===== src/rtl/uaddr_pkg.sv =====
package uaddr_pkg;

  typedef enum logic [2:0] {
    UOP_HOLD  = 3'd0,
    UOP_ENTRY = 3'd1,
    UOP_STEP  = 3'd2,
    UOP_JUMP  = 3'd3,
    UOP_CALL  = 3'd4,
    UOP_RET   = 3'd5
  } uop_e;

  localparam int UOP_W = 3;

endpackage


===== src/rtl/uaddr_ret_stack.sv =====
// Register-based LIFO for return addresses. Slots carry no reset; only the
// occupancy count is cleared, which is all that defines the stack contents.
module uaddr_ret_stack #(
  parameter int W     = 13,
  parameter int DEPTH = 3,
  localparam int CNT_W = $clog2(DEPTH + 1)
) (
  input  logic         clk,
  input  logic         rst,
  input  logic         push,
  input  logic         pop,
  input  logic         flush,
  input  logic [W-1:0] push_data,
  output logic [W-1:0] top_data,
  output logic         full,
  output logic         empty
);

  logic [CNT_W-1:0] cnt;
  logic [W-1:0]     slot [DEPTH];

  generate
    for (genvar i = 0; i < DEPTH; i++) begin : g_slot
      always_ff @(posedge clk) begin
        if (push && cnt == CNT_W'(i)) begin
          slot[i] <= push_data;
        end
      end
    end
  endgenerate

  always_ff @(posedge clk) begin
    if (rst || flush) begin
      cnt <= '0;
    end else if (push) begin
      cnt <= cnt + CNT_W'(1);
    end else if (pop) begin
      cnt <= cnt - CNT_W'(1);
    end
  end

  always_comb begin
    top_data = '0;
    for (int i = 0; i < DEPTH; i++) begin
      if (cnt == CNT_W'(i + 1)) begin
        top_data = slot[i];
      end
    end
  end

  assign full  = (cnt == CNT_W'(DEPTH));
  assign empty = (cnt == '0);

endmodule


===== src/rtl/uaddr_next_sel.sv =====
// Decodes the command into the next address and the stack controls.
module uaddr_next_sel
  import uaddr_pkg::*;
#(
  parameter int W = 13
) (
  input  logic [UOP_W-1:0] op,
  input  logic [W-1:0]     cur,
  input  logic [W-1:0]     target,
  input  logic [W-1:0]     stk_top,
  input  logic             stk_full,
  input  logic             stk_empty,
  output logic [W-1:0]     nxt,
  output logic [W-1:0]     ret_addr,
  output logic             push,
  output logic             pop,
  output logic             flush,
  output logic             ovf_set,
  output logic             unf_set
);

  assign ret_addr = cur + W'(1);

  always_comb begin
    nxt     = cur;
    push    = 1'b0;
    pop     = 1'b0;
    flush   = 1'b0;
    ovf_set = 1'b0;
    unf_set = 1'b0;
    case (uop_e'(op))
      UOP_ENTRY: begin
        nxt   = target;
        flush = 1'b1;
      end
      UOP_STEP: nxt = ret_addr;
      UOP_JUMP: nxt = target;
      UOP_CALL: begin
        if (stk_full) begin
          ovf_set = 1'b1;
        end else begin
          push = 1'b1;
          nxt  = target;
        end
      end
      UOP_RET: begin
        if (stk_empty) begin
          unf_set = 1'b1;
        end else begin
          pop = 1'b1;
          nxt = stk_top;
        end
      end
      default: nxt = cur;
    endcase
  end

endmodule


===== src/rtl/uaddr_field_split.sv =====
// Splits the micro-address into group, row and column selects.
module uaddr_field_split #(
  parameter int W          = 13,
  parameter int ROW_W      = 3,
  parameter int COL_W      = 4,
  parameter int NUM_GROUPS = 36,
  localparam int GRP_W     = W - ROW_W - COL_W
) (
  input  logic [W-1:0]     addr,
  output logic [GRP_W-1:0] grp,
  output logic [ROW_W-1:0] row,
  output logic [COL_W-1:0] col,
  output logic             oor
);

  localparam logic [GRP_W-1:0] GRP_LIMIT = GRP_W'(NUM_GROUPS);

  assign col = addr[COL_W-1:0];
  assign row = addr[COL_W +: ROW_W];
  assign grp = addr[W-1 -: GRP_W];
  assign oor = (grp >= GRP_LIMIT);

endmodule


===== src/rtl/uaddr_sequencer.sv =====
module uaddr_sequencer
  import uaddr_pkg::*;
#(
  parameter int ADDR_W     = 13,
  parameter int ROW_W      = 3,
  parameter int COL_W      = 4,
  parameter int NUM_GROUPS = 36,
  parameter int STK_DEPTH  = 3,
  localparam int GRP_W     = ADDR_W - ROW_W - COL_W
) (
  input  logic              clk,
  input  logic              rst,
  input  logic [UOP_W-1:0]  op,
  input  logic [ADDR_W-1:0] target,
  output logic [ADDR_W-1:0] addr,
  output logic [GRP_W-1:0]  grp_sel,
  output logic [ROW_W-1:0]  row_sel,
  output logic [COL_W-1:0]  col_sel,
  output logic              addr_oor,
  output logic              stk_ovf,
  output logic              stk_unf
);

  logic [ADDR_W-1:0] nxt, ret_addr, stk_top;
  logic              push, pop, flush, ovf_set, unf_set;
  logic              stk_full, stk_empty;

  uaddr_next_sel #(.W(ADDR_W)) u_next (
    .op        (op),
    .cur       (addr),
    .target    (target),
    .stk_top   (stk_top),
    .stk_full  (stk_full),
    .stk_empty (stk_empty),
    .nxt       (nxt),
    .ret_addr  (ret_addr),
    .push      (push),
    .pop       (pop),
    .flush     (flush),
    .ovf_set   (ovf_set),
    .unf_set   (unf_set)
  );

  uaddr_ret_stack #(.W(ADDR_W), .DEPTH(STK_DEPTH)) u_stack (
    .clk       (clk),
    .rst       (rst),
    .push      (push),
    .pop       (pop),
    .flush     (flush),
    .push_data (ret_addr),
    .top_data  (stk_top),
    .full      (stk_full),
    .empty     (stk_empty)
  );

  uaddr_field_split #(
    .W(ADDR_W), .ROW_W(ROW_W), .COL_W(COL_W), .NUM_GROUPS(NUM_GROUPS)
  ) u_split (
    .addr (addr),
    .grp  (grp_sel),
    .row  (row_sel),
    .col  (col_sel),
    .oor  (addr_oor)
  );

  always_ff @(posedge clk) begin
    if (rst) begin
      addr    <= '0;
      stk_ovf <= 1'b0;
      stk_unf <= 1'b0;
    end else begin
      addr <= nxt;
      if (ovf_set) stk_ovf <= 1'b1;
      if (unf_set) stk_unf <= 1'b1;
    end
  end

endmodule


===== config.mk =====
export PLATFORM = sky130hd
export DESIGN_NAME = uaddr_sequencer
export DESIGN_NICKNAME = d
export VERILOG_FILES = /design/src/rtl/uaddr_pkg.sv /design/src/rtl/uaddr_ret_stack.sv /design/src/rtl/uaddr_next_sel.sv /design/src/rtl/uaddr_field_split.sv /design/src/rtl/uaddr_sequencer.sv
export SDC_FILE = /design/constraint.sdc
export NUM_CORES = 1
export LEC_CHECK = 0
export BUFFER_PORTS_ARGS = -buffer_cell sky130_fd_sc_hd__clkbuf_2
export CORE_MARGIN = 2
export CORE_UTILIZATION = 30
export DETAILED_ROUTE_END_ITERATION = 8
export GPL_ROUTABILITY_DRIVEN = 1
export SETUP_SLACK_MARGIN = 0.3
export SLEW_MARGIN = 5
export SYNTH_ARGS = -nofsm -noshare
export SYNTH_HDL_FRONTEND = slang
export SYNTH_SLANG_ARGS = --single-unit

===== constraint.sdc =====
create_clock -name clk -period 2 [get_ports clk]
set_clock_uncertainty 0.05 [all_clocks]
set_input_delay 0.4 -clock clk [delete_from_list [all_inputs] [get_ports clk]]
set_output_delay 0.4 -clock clk [all_outputs]
set_load 0.005 [all_outputs]

==> flow_metrics.py, run 1 <==
metrics = {
    "detailed_routing": {
        "wire_per_inst_um": 16.8,
        "antenna_left": 0,
        "vias": 2194,
        "first_pass_iters": 4,
        "drt_iter0_drc": 58,
        "via_per_inst": 4.96,
        "drc": 0,
        "wl_um": 7430,
    },
    "clock_network": {
        "clockBufferDepth": 2,
        "hold_buffers": 0,
        "cts_sinks": 56,
        "clock_latency_ps": 310,
        "cts_root_buffer": "clkbuf_8",
        "htree_num_levels": 2,
        "path_clk_slew_ps": 100,
        "cts_tree": "yes",
        "cts_buffers": 5,
    },
    "placed_design": {
        "place.gp.congestion": 0.793,
        "io_buffers": 46,
        "post-place-ws_ps": 182,
        "dpl.hpwl_um": 5170,
        "placedCellCount": 432,
    },
    "sta": {
        "finalSetupViolations": 0,
        "layout_worst_path_cycle_share": 0.848,
        "fin_tns_setup_ps": 0,
        "rsz0062_at_grt": "true",
        "tightest_slew_ps": 478,
        "max-slew-margin-rel": 0.680,
        "hold_viol": 0,
        "fin_ws_ps": 303,
        "whs_ps": 326,
        "min_period_ps": 1700,
        "fmax_mhz": 589,
        "drv_slew": 0,
    },
    "layout": {
        "final_cells": 442,
        "final_util": 0.378,
        "drive_gt1_frac": 0.326,
        "area_growth_pct": 22.6,
        "layout.nets": 335,
        "antenna_cells": 0,
    },
    "grt": {
        "antenna_found_initial": 0,
        "gr-total-overflow": 0,
        "grt_max_degree": 28,
        "grt_use_total": 0.150,
        "grt_pass1_wl_um": 11700,
        "first_global_vias": 2231,
    },
    "power": {
        "leakagePower_uw": 0.00129,
        "powerDensity_nw_per_um2": 672,
        "ir_drop_mv": 0.246,
    },
    "setup_path": {
        "reg2reg_from": "u_stack.cnt[1]",
        "crit_type": "flop to flop",
        "worst-path-max-fanout": 10,
        "reg2reg_depth": 7,
        "cp.arrival_ps": 1830,
        "worstReg2RegEnd": "addr[3]",
        "worstSetupEndpointType": "flop",
        "cpMaxStageDelayCell": "dfxtp_2",
        "startpoint_type": "flop",
        "critPathRequiredTime_ps": 2140,
        "crit_path_cell_trace": "ha_2, nor4b_4, buf_4, a221oi_4, buf_6, a221oi_1, a211oi_1",
        "r2r_setup_slack_ps": 300,
        "slowest_delay_ps": 360,
    },
    "min_path": {
        "hold_path.class": "primary input to flop",
        "hold_end": "addr[5]",
        "hold_path_depth": 3,
        "min_from": "target[5]",
    },
    "floorplanning": {
        "fp.dieW_um": 101,
        "io_pins": 47,
        "die-area_um2": 10300,
        "core_area_um2": 9240,
        "num_rows": 35,
        "initial_core_util": 0.308,
        "chipHeight_um": 101,
    },
    "synthesis": {
        "synth_most_common_cell": "edfxtp_1",
        "synth_area_um2": 2850,
        "async_reset_ff_frac": 0,
        "synth.area.top_cells": "edfxtp_1, dfxtp_1, a221oi_1, buf_4, a21oi_1",
        "synth_edf_count": 39,
        "yosys-top-cells-count": "edfxtp_1, a21oi_1, nor2_1",
        "yosysSeqAreaShare": 0.531,
        "synth_largest_area_cell": "edfxtp_1",
        "synthCells": 263,
        "avgSynthCellArea_um2": 10.8,
        "synth.distinct_cells": 41,
        "synth_fp_nets": 286,
        "ys_ff_latch": 56,
        "synth_top_area_frac": 0.411,
        "synth_top_flop_cell": "edfxtp_1",
        "ys_warn_count": 0,
    },
    "run_status": {
        "status": "completed",
    },
    "flow_run": {
        "drv_cap": 0,
    },
}
-- report_power, final --
part	leakage (uW)	switching, uW	internal [uW]
Clock	0.0000428	367	247
Combinational	0.000746	231	187
Sequential	0.000498	28.6	1290
Total	0.00129	626	1720
-- registers in the layout (all words and copies together) (netlist names) --
register,count
addr,13
stk_ovf,1
u_stack.cnt,2
stk_unf,1
u_stack.slot,39
-- worst max path at each step --
stage | startpoint | end | slack (ps) | cells after the start
3_3_place_gp | u_stack.cnt[1] | u_stack.slot[0][17] | 200 | 3
2_1_floorplan | u_stack.cnt[1] | addr[6] | 250 | 8
6_report | u_stack.cnt[1] | addr[3] | 300 | 7
3_5_place_dp | op[1] | addr[4] | 180 | 7
5_1_grt | u_stack.cnt[1] | addr[10] | 210 | 6
4_1_cts | u_stack.cnt[0] | addr[0] | 300 | 7
-- final cells by class --
type | count | area, um^2
fillers | 905 | 5750
flip-flops and latches | 56 | 1520
multi-input cells | 168 | 1240
repair buffers | 69 | 448
well taps | 129 | 161
clock buffers | 6 | 72.6
inverters | 12 | 45.0
clock inverters | 2 | 12.5
-- metal layers --
metal / global-route usage / wire length [um]
met5: 0 / 0
met3: 0.0269 / 271
met2: 0.267 / 3710
met4: 0.0437 / 92
met1: 0.184 / 3360
-- per-stage QoR --
step                      total power [uW]  instance area (um^2)
final                                 2350                  3490
after global routing                  2450                  3490
after CTS                             2310                  3380
after detailed placement              1710                  3270
after global placement                1700                  3270
after floorplan                       1560                  2870
-- placed cells by master (no fill, tap or decap), drive strengths merged, types with 3 or more instances in the layout --
cell type,instances
inv,12
nand2,13
xnor2,7
nor3,4
and3,4
buf,23
a221oi,14
o32ai,3
a32oi,3
o21ai,19
nand4,3
dfxtp,17
clkbuf,52
a211oi,6
nand3b,10
nand3,3
edfxtp,39
nor2,18
and2,6
a21oi,18
nand2b,11
ha,5
xor2,5
and4,3
-- critical path: cells and delay by family, from the launching register on --
family,cells,cell delay [ps]
AO/OA/AOI/OAI,3,350
adder cells (fa/ha/maj),1,210
AND/OR/NAND/NOR,1,240
flip-flops,1,360
buffers and inverters,2,350
-- logic make-up (layout without fill, tap and decap cells) --
group,after synthesis,count (layout),share of synthesized area
adders and majority gates,5,5,0.0220
xor gates and xnor gates,12,12,0.0369
buffers and inverters,39,89,0.0764
and+or+nand+nor,78,78,0.157
DFF,56,56,0.531
AOI/OAI and AO/OA,73,73,0.177
-- repair_timing --
item                                    CTS  global route
endpoints found under the setup margin   55            40
buffers inserted                          1             1
pin swaps                                 3             2
gates resized for setup                   6            18
cloned                                    0             0
Note: power is estimated with default switching activity, not from simulation.
==> inputs of run 2 (changes only) <==
--- a/config.mk
+++ b/config.mk
@@ -5,6 +5,7 @@
 export SDC_FILE = /design/constraint.sdc
 export NUM_CORES = 1
 export LEC_CHECK = 0
+export ABC_AREA = 1
 export BUFFER_PORTS_ARGS = -buffer_cell sky130_fd_sc_hd__clkbuf_2
 export CORE_MARGIN = 2
 export CORE_UTILIZATION = 30
==> constraint.sdc (replaced) <==
create_clock -name clk -period 1.5 [get_ports clk]
set_clock_uncertainty 0.05 [all_clocks]
set_input_delay 0.3 -clock clk [delete_from_list [all_inputs] [get_ports clk]]
set_output_delay 0.3 -clock clk [all_outputs]
set_load 0.005 [all_outputs]
==> flow_metrics.py, run 2 <==
metrics = {
    "floorplanning": {
        "num_rows": 36,
        "fp.dieW_um": 103,
        "core_area_um2": 9680,
        "initial_core_util": 0.305,
        "chipHeight_um": 103,
        "io_pins": 47,
        "die-area_um2": 10700,
    },
    "flow_run": {
        "drv_cap": 0,
    },
    "placed_design": {
        "place.gp.congestion": 0.906,
        "placedCellCount": 542,
        "io_buffers": 46,
        "post-place-ws_ps": -20.6,
        "dpl.hpwl_um": 5580,
    },
    "detailed_routing": {
        "wl_um": 8450,
        "antenna_left": 0,
        "wire_per_inst_um": 14.4,
        "vias": 2707,
        "via_per_inst": 4.63,
        "first_pass_iters": 4,
        "drc": 0,
        "drt_iter0_drc": 137,
    },
    "layout": {
        "largest_register_ffs": 39,
        "n_fill_cell": 885,
        "drive_gt1_frac": 0.511,
        "top_regs": "u_stack.slot x39, addr x13, u_stack.cnt x2",
        "layout_commonest_cell": "nand2_1",
        "final_cell_mix": "nand2_1, buf_6, edfxtp_1",
        "area_growth_pct": 55.2,
        "antenna_cells": 0,
        "final_util": 0.474,
        "top_register": "u_stack.slot",
        "final_cells": 585,
        "layout.nets": 474,
    },
    "synthesis": {
        "synth_edf_count": 39,
        "synth_area_um2": 2960,
        "synth_most_common_cell": "nand2_1",
        "yosysSeqAreaShare": 0.511,
        "synth_fp_nets": 384,
        "synth_top_area_frac": 0.396,
        "synth.distinct_cells": 27,
        "synth.area.top_cells": "edfxtp_1, nand2_1, dfxtp_1, nor2_1, nand3_1",
        "async_reset_ff_frac": 0,
        "ys_warn_count": 0,
        "ys_ff_latch": 56,
        "synthCells": 361,
        "yosys-top-cells-count": "nand2_1, nor2_1, edfxtp_1",
        "synth_top_flop_cell": "edfxtp_1",
        "avgSynthCellArea_um2": 8.19,
        "synth_largest_area_cell": "edfxtp_1",
    },
    "power": {
        "ir_drop_mv": 0.426,
        "leakagePower_uw": 0.00195,
        "powerDensity_nw_per_um2": 807,
    },
    "setup_path": {
        "reg2reg_from": "u_stack.cnt[0]",
        "critPathRequiredTime_ps": 1660,
        "r2r_setup_slack_ps": 40,
        "worst-path-max-fanout": 6,
        "crit_type": "flop to flop",
        "cp.arrival_ps": 1620,
        "reg2reg_depth": 9,
        "startpoint_type": "flop",
        "worstSetupEndpointType": "flop",
        "startpoint": "u_stack.cnt[0]",
        "crit_end": "addr[6]",
        "worstReg2RegEnd": "addr[6]",
    },
    "grt": {
        "grt_max_degree": 21,
        "first_global_vias": 2436,
        "grt_pass1_wl_um": 12300,
        "gr-total-overflow": 0,
        "antenna_found_initial": 0,
        "grt_use_total": 0.152,
    },
    "clock_network": {
        "cts_root_buffer": "clkbuf_8",
        "cts_tree": "yes",
        "cts_sinks": 56,
        "clockBufferDepth": 2,
        "clock_latency_ps": 320,
        "hold_buffers": 0,
        "htree_num_levels": 2,
        "path_clk_slew_ps": 110,
        "cts_buffers": 5,
    },
    "sta": {
        "rsz0062_at_grt": "true",
        "drv_slew": 0,
        "finalSetupViolations": 0,
        "fmax_mhz": 683,
        "hold_viol": 0,
        "max-slew-margin-rel": 0.768,
        "tightest_slew_ps": 347,
        "layout_worst_path_cycle_share": 0.976,
        "fin_ws_ps": 35.8,
        "min_period_ps": 1460,
    },
    "run_status": {
        "status": "completed",
    },
    "min_path": {
        "hold_path.class": "primary input to flop",
    },
}
run 2: changes by cell type after synthesis, sizes merged, moves of 6 or more:
| cell | before | now |
|---|---|---|
| nand2 | 13 | 112 |
| xnor2 | 7 | 0 |
| nand2b | 11 | 0 |
| nand3 | 3 | 35 |
| o21ai | 19 | 7 |
| nor2 | 18 | 61 |
| clkbuf | 7 | 1 |
| nand3b | 10 | 0 |
| a221oi | 14 | 0 |
| inv | 12 | 26 |
| a211oi | 6 | 0 |
run 2: cell type report:
type,count,area [um^2],share of cell area
Tap cell,133,166,0.0363
Timing Repair Buffer,107,1020,0.222
Clock inverter,3,25.0,0.00545
Clock buffer,5,68.8,0.0150
Multi-Input combinational cell,254,1620,0.354
Sequential cell,56,1560,0.339
Timing Repair inverter,1,6.26,0.00136
Inverter,26,123,0.0267
run 2: worst min-delay path by stage:
stage                 start  endpoint  slack (ps)  depth (start not counted)
detailed placement  stk_ovf   stk_ovf         400                          1
global placement    stk_unf   stk_unf         380                          2
finish                  rst   stk_unf         110                          2
floorplan               rst   stk_unf         320                          1
global route            rst   stk_unf         100                          2
CTS                     rst   stk_unf         110                          2
run 2: stage by stage:
step                total power [uW]  setup TNS, ps  area [um^2]  hold WS [ps]
global placement                2480         -0.235         3560           383
finish                          3700              0         4590           107
floorplan                       2240           -264         3080           319
global route                    3870           -112         4590           104
detailed placement              2490           -616         3560           403
CTS                             3470              0         3990           107
run 2: layer usage:
layer	routed length, um	vias up	global-route usage
met1	3810	1293	0.206
met3	267	20	0.0202
met5	0	-	0
met2	4160	57	0.249
li1	-	1337	-
met4	211	0	0.0577
run 2: repair_timing:
| item | CTS | global route |
|---|---|---|
| setup buffers | 16 | 15 |
| pin swaps | 23 | 44 |
| setup endpoints to repair | 109 | 114 |
| resized for setup | 67 | 100 |
| gates cloned | 2 | 2 |
run 2: worst max-delay path, cell delays in order, from the launching register on:
cell	delay (ps)
dfxtp_4	410
inv_4	60
ha_4	200
buf_6	150
a21oi_2	110
nand2_1	80
nand2_1	70
nand2_1	60
nor2_1	90
a21oi_1	80
run 2: cells by family (layout without fill, tap and decap cells):
logic type / Yosys count / count (layout) / synth area share
adders and majority gates: 5 / 5 / 0.0212
DFF: 56 / 56 / 0.511
buffers and inverters: 51 / 142 / 0.0961
xor gates and xnor gates: 5 / 5 / 0.0148
AOI/OAI and AO/OA: 29 / 29 / 0.0546
and+or+nand+nor: 215 / 215 / 0.302
run 2: power breakdown:
part	switching (uW)	internal (uW)	total, uW
clock network	525	342	866
logic	493	516	1010
registers	83.9	1740	1830
total	1100	2600	3700
==> inputs of run 3 (changes only) <==
--- a/config.mk
+++ b/config.mk
@@ -9,9 +9,10 @@
 export BUFFER_PORTS_ARGS = -buffer_cell sky130_fd_sc_hd__clkbuf_2
 export CORE_MARGIN = 2
 export CORE_UTILIZATION = 30
+export CTS_CLUSTER_SIZE = 30
 export DETAILED_ROUTE_END_ITERATION = 8
 export GPL_ROUTABILITY_DRIVEN = 1
-export SETUP_SLACK_MARGIN = 0.3
+export SETUP_SLACK_MARGIN = 0.05
 export SLEW_MARGIN = 5
 export SYNTH_ARGS = -nofsm -noshare
 export SYNTH_HDL_FRONTEND = slang
==> flow_metrics.py, run 3 (synthesized netlist as in run 2, its figures left out) <==
metrics = {
    "clock_network": {
        "cts_sinks": 56,
        "htree_num_levels": 2,
        "clockBufferDepth": 2,
        "cts_root_buffer": "clkbuf_8",
        "cts_tree": "yes",
        "path_clk_slew_ps": 100,
        "clock_latency_ps": 300,
        "hold_buffers": 0,
        "cts_buffers": 5,
    },
    "sta": {
        "min_period_ps": 1460,
        "rsz0062_at_grt": "true",
        "drv_slew": 0,
        "fin_tns_setup_ps": 0,
        "tightest_slew_ps": 312,
        "max-slew-margin-rel": 0.791,
        "fin_ws_ps": 41.2,
        "layout_worst_path_cycle_share": 0.973,
        "fmax_mhz": 685,
        "hold_viol": 0,
        "finalSetupViolations": 0,
    },
    "detailed_routing": {
        "first_pass_iters": 4,
        "wl_um": 7540,
        "wire_per_inst_um": 13.2,
        "via_per_inst": 4.41,
        "drc": 0,
        "antenna_left": 0,
        "drt_iter0_drc": 100,
        "vias": 2528,
    },
    "power": {
        "p_sw_frac": 0.279,
        "power.internal_uw": 2440,
        "ir_drop_mv": 0.601,
        "pwr-share-comb": 0.231,
        "p_clk_frac": 0.237,
        "power.switching_uw": 946,
        "powerDensity_nw_per_um2": 833,
        "leakagePower_uw": 0.00179,
        "power.share.sequential": 0.532,
    },
    "layout": {
        "largest_register_ffs": 39,
        "regArea_um2": 1530,
        "n_fill_cell": 963,
        "top_register": "u_stack.slot",
        "antenna_cells": 0,
        "final_cell_mix": "nand2_1, nor2_1, clkbuf_2",
        "top_regs": "u_stack.slot x39, addr x13, u_stack.cnt x2",
        "layout.nets": 462,
        "drive_gt1_frac": 0.389,
        "layout_commonest_cell": "nand2_1",
        "multi_input_area_um2": 1410,
        "area_growth_pct": 37.5,
    },
    "run_status": {
        "status": "completed",
    },
    "grt": {
        "antenna_found_initial": 0,
        "grt_use_met3": 0.0168,
        "grt-busiest-layer": "met2",
        "use_met1": 0.188,
        "gr-total-overflow": 0,
        "gr-usage-met2": 0.247,
        "first_global_vias": 2397,
        "grt_pass1_wl_um": 11700,
        "grt_use_total": 0.144,
        "grt_max_degree": 17,
    },
    "setup_path": {
        "cp.arrival_ps": 1610,
        "worstSetupEndpointType": "flop",
        "slowest_delay_ps": 390,
        "crit_type": "flop to flop",
        "cpMaxStageDelayCell": "dfxtp_4",
        "crit_path_cell_trace": "ha_4, buf_6, nand2_4, nand3_4, buf_4, nor3_2, nor2_1",
        "critPathRequiredTime_ps": 1660,
        "worst-path-max-fanout": 8,
        "startpoint_type": "flop",
    },
    "floorplanning": {
        "io_pins": 47,
        "initial_core_util": 0.305,
        "num_rows": 36,
        "core_area_um2": 9680,
        "chipHeight_um": 103,
        "die-area_um2": 10700,
        "fp.dieW_um": 103,
    },
    "placed_design": {
        "dpl.hpwl_um": 5530,
        "place.gp.congestion": 0.882,
        "io_buffers": 46,
        "post-place-ws_ps": -99.9,
    },
    "min_path": {
        "hold_path.class": "primary input to flop",
    },
    "flow_run": {
        "drv_cap": 0,
    },
}
run 3: cell count changes in the layout (fill, tap and decap cells not counted), moves of 4 or more:
cell      change
buf_4         +8
buf_6        -39
clkbuf_2     +19
dfxtp_1       +5
dfxtp_4       -7
nand2_1      +14
nand2_2      -10
nand2_4       -4
nand3_1       +5
nand3_2       -5
nor2_1       +10
nor2_2        -4
nor2_4        -6
run 3: worst max-delay path, delay by kind of cell, from the launching register on:
kind | cells | cell delay (ps)
adder cells (fa/ha/maj) | 1 | 180
flip-flops | 1 | 390
AND/OR/NAND/NOR | 4 | 430
buffers and inverters | 2 | 330
run 3: repair_timing:
item,CTS,global route
pin swaps,3,25
setup endpoints to repair,65,61
gates resized for setup,18,57
buffers inserted,3,6
gates cloned,0,2
run 3: worst paths after layout:
path | slack, ps | cells after the start | startpoint | end
setup / recovery | 40 | 7 | u_stack.cnt[1] | addr[4]
hold / removal | 110 | 2 | rst | stk_unf
setup reg to reg | 40 | 7 | u_stack.cnt[1] | addr[4]
hold reg to reg | 400 | 2 | stk_unf | stk_unf
run 3: layout make-up:
cell class              count  share of cell area
flip-flops and latches     56               0.377
multi-input cells         254               0.347
repair buffers             96               0.186
well taps                 133              0.0410
inverters                  26              0.0277
clock buffers               7              0.0188
clock inverters             1             0.00216
run 3: power groups by stage:
stage               Combinational (uW)  Sequential [uW]  Clock, uW
finish                             782             1800        803
floorplan                          384             1830          0
CTS                                681             1790        828
global route                       866             1810        890
detailed placement                 647             1830          0
global placement                   643             1830          0
run 3: stage by stage:
step | cell area, um^2 | hold WS [ps] | std cells | utilization | power [uW]
2_1_floorplan | 3010 | 319 | 361 | - | 2210
3_3_place_gp | 3600 | 385 | 554 | 0.372 | 2470
3_5_place_dp | 3600 | 390 | 554 | 0.372 | 2480
4_1_cts | 3760 | 96.3 | 565 | 0.388 | 3300
5_1_grt | 4060 | 97.2 | 573 | 0.420 | 3570
6_report | 4060 | 107 | 573 | 0.420 | 3380
run 3: layer usage:
layer | part of all wire | wire, um | up-vias
met4 | 0.022 | 163 | 0
li1 | - | - | 1308
met5 | 0 | 0 | -
met1 | 0.45 | 3410 | 1176
met2 | 0.51 | 3810 | 36
met3 | 0.021 | 156 | 8
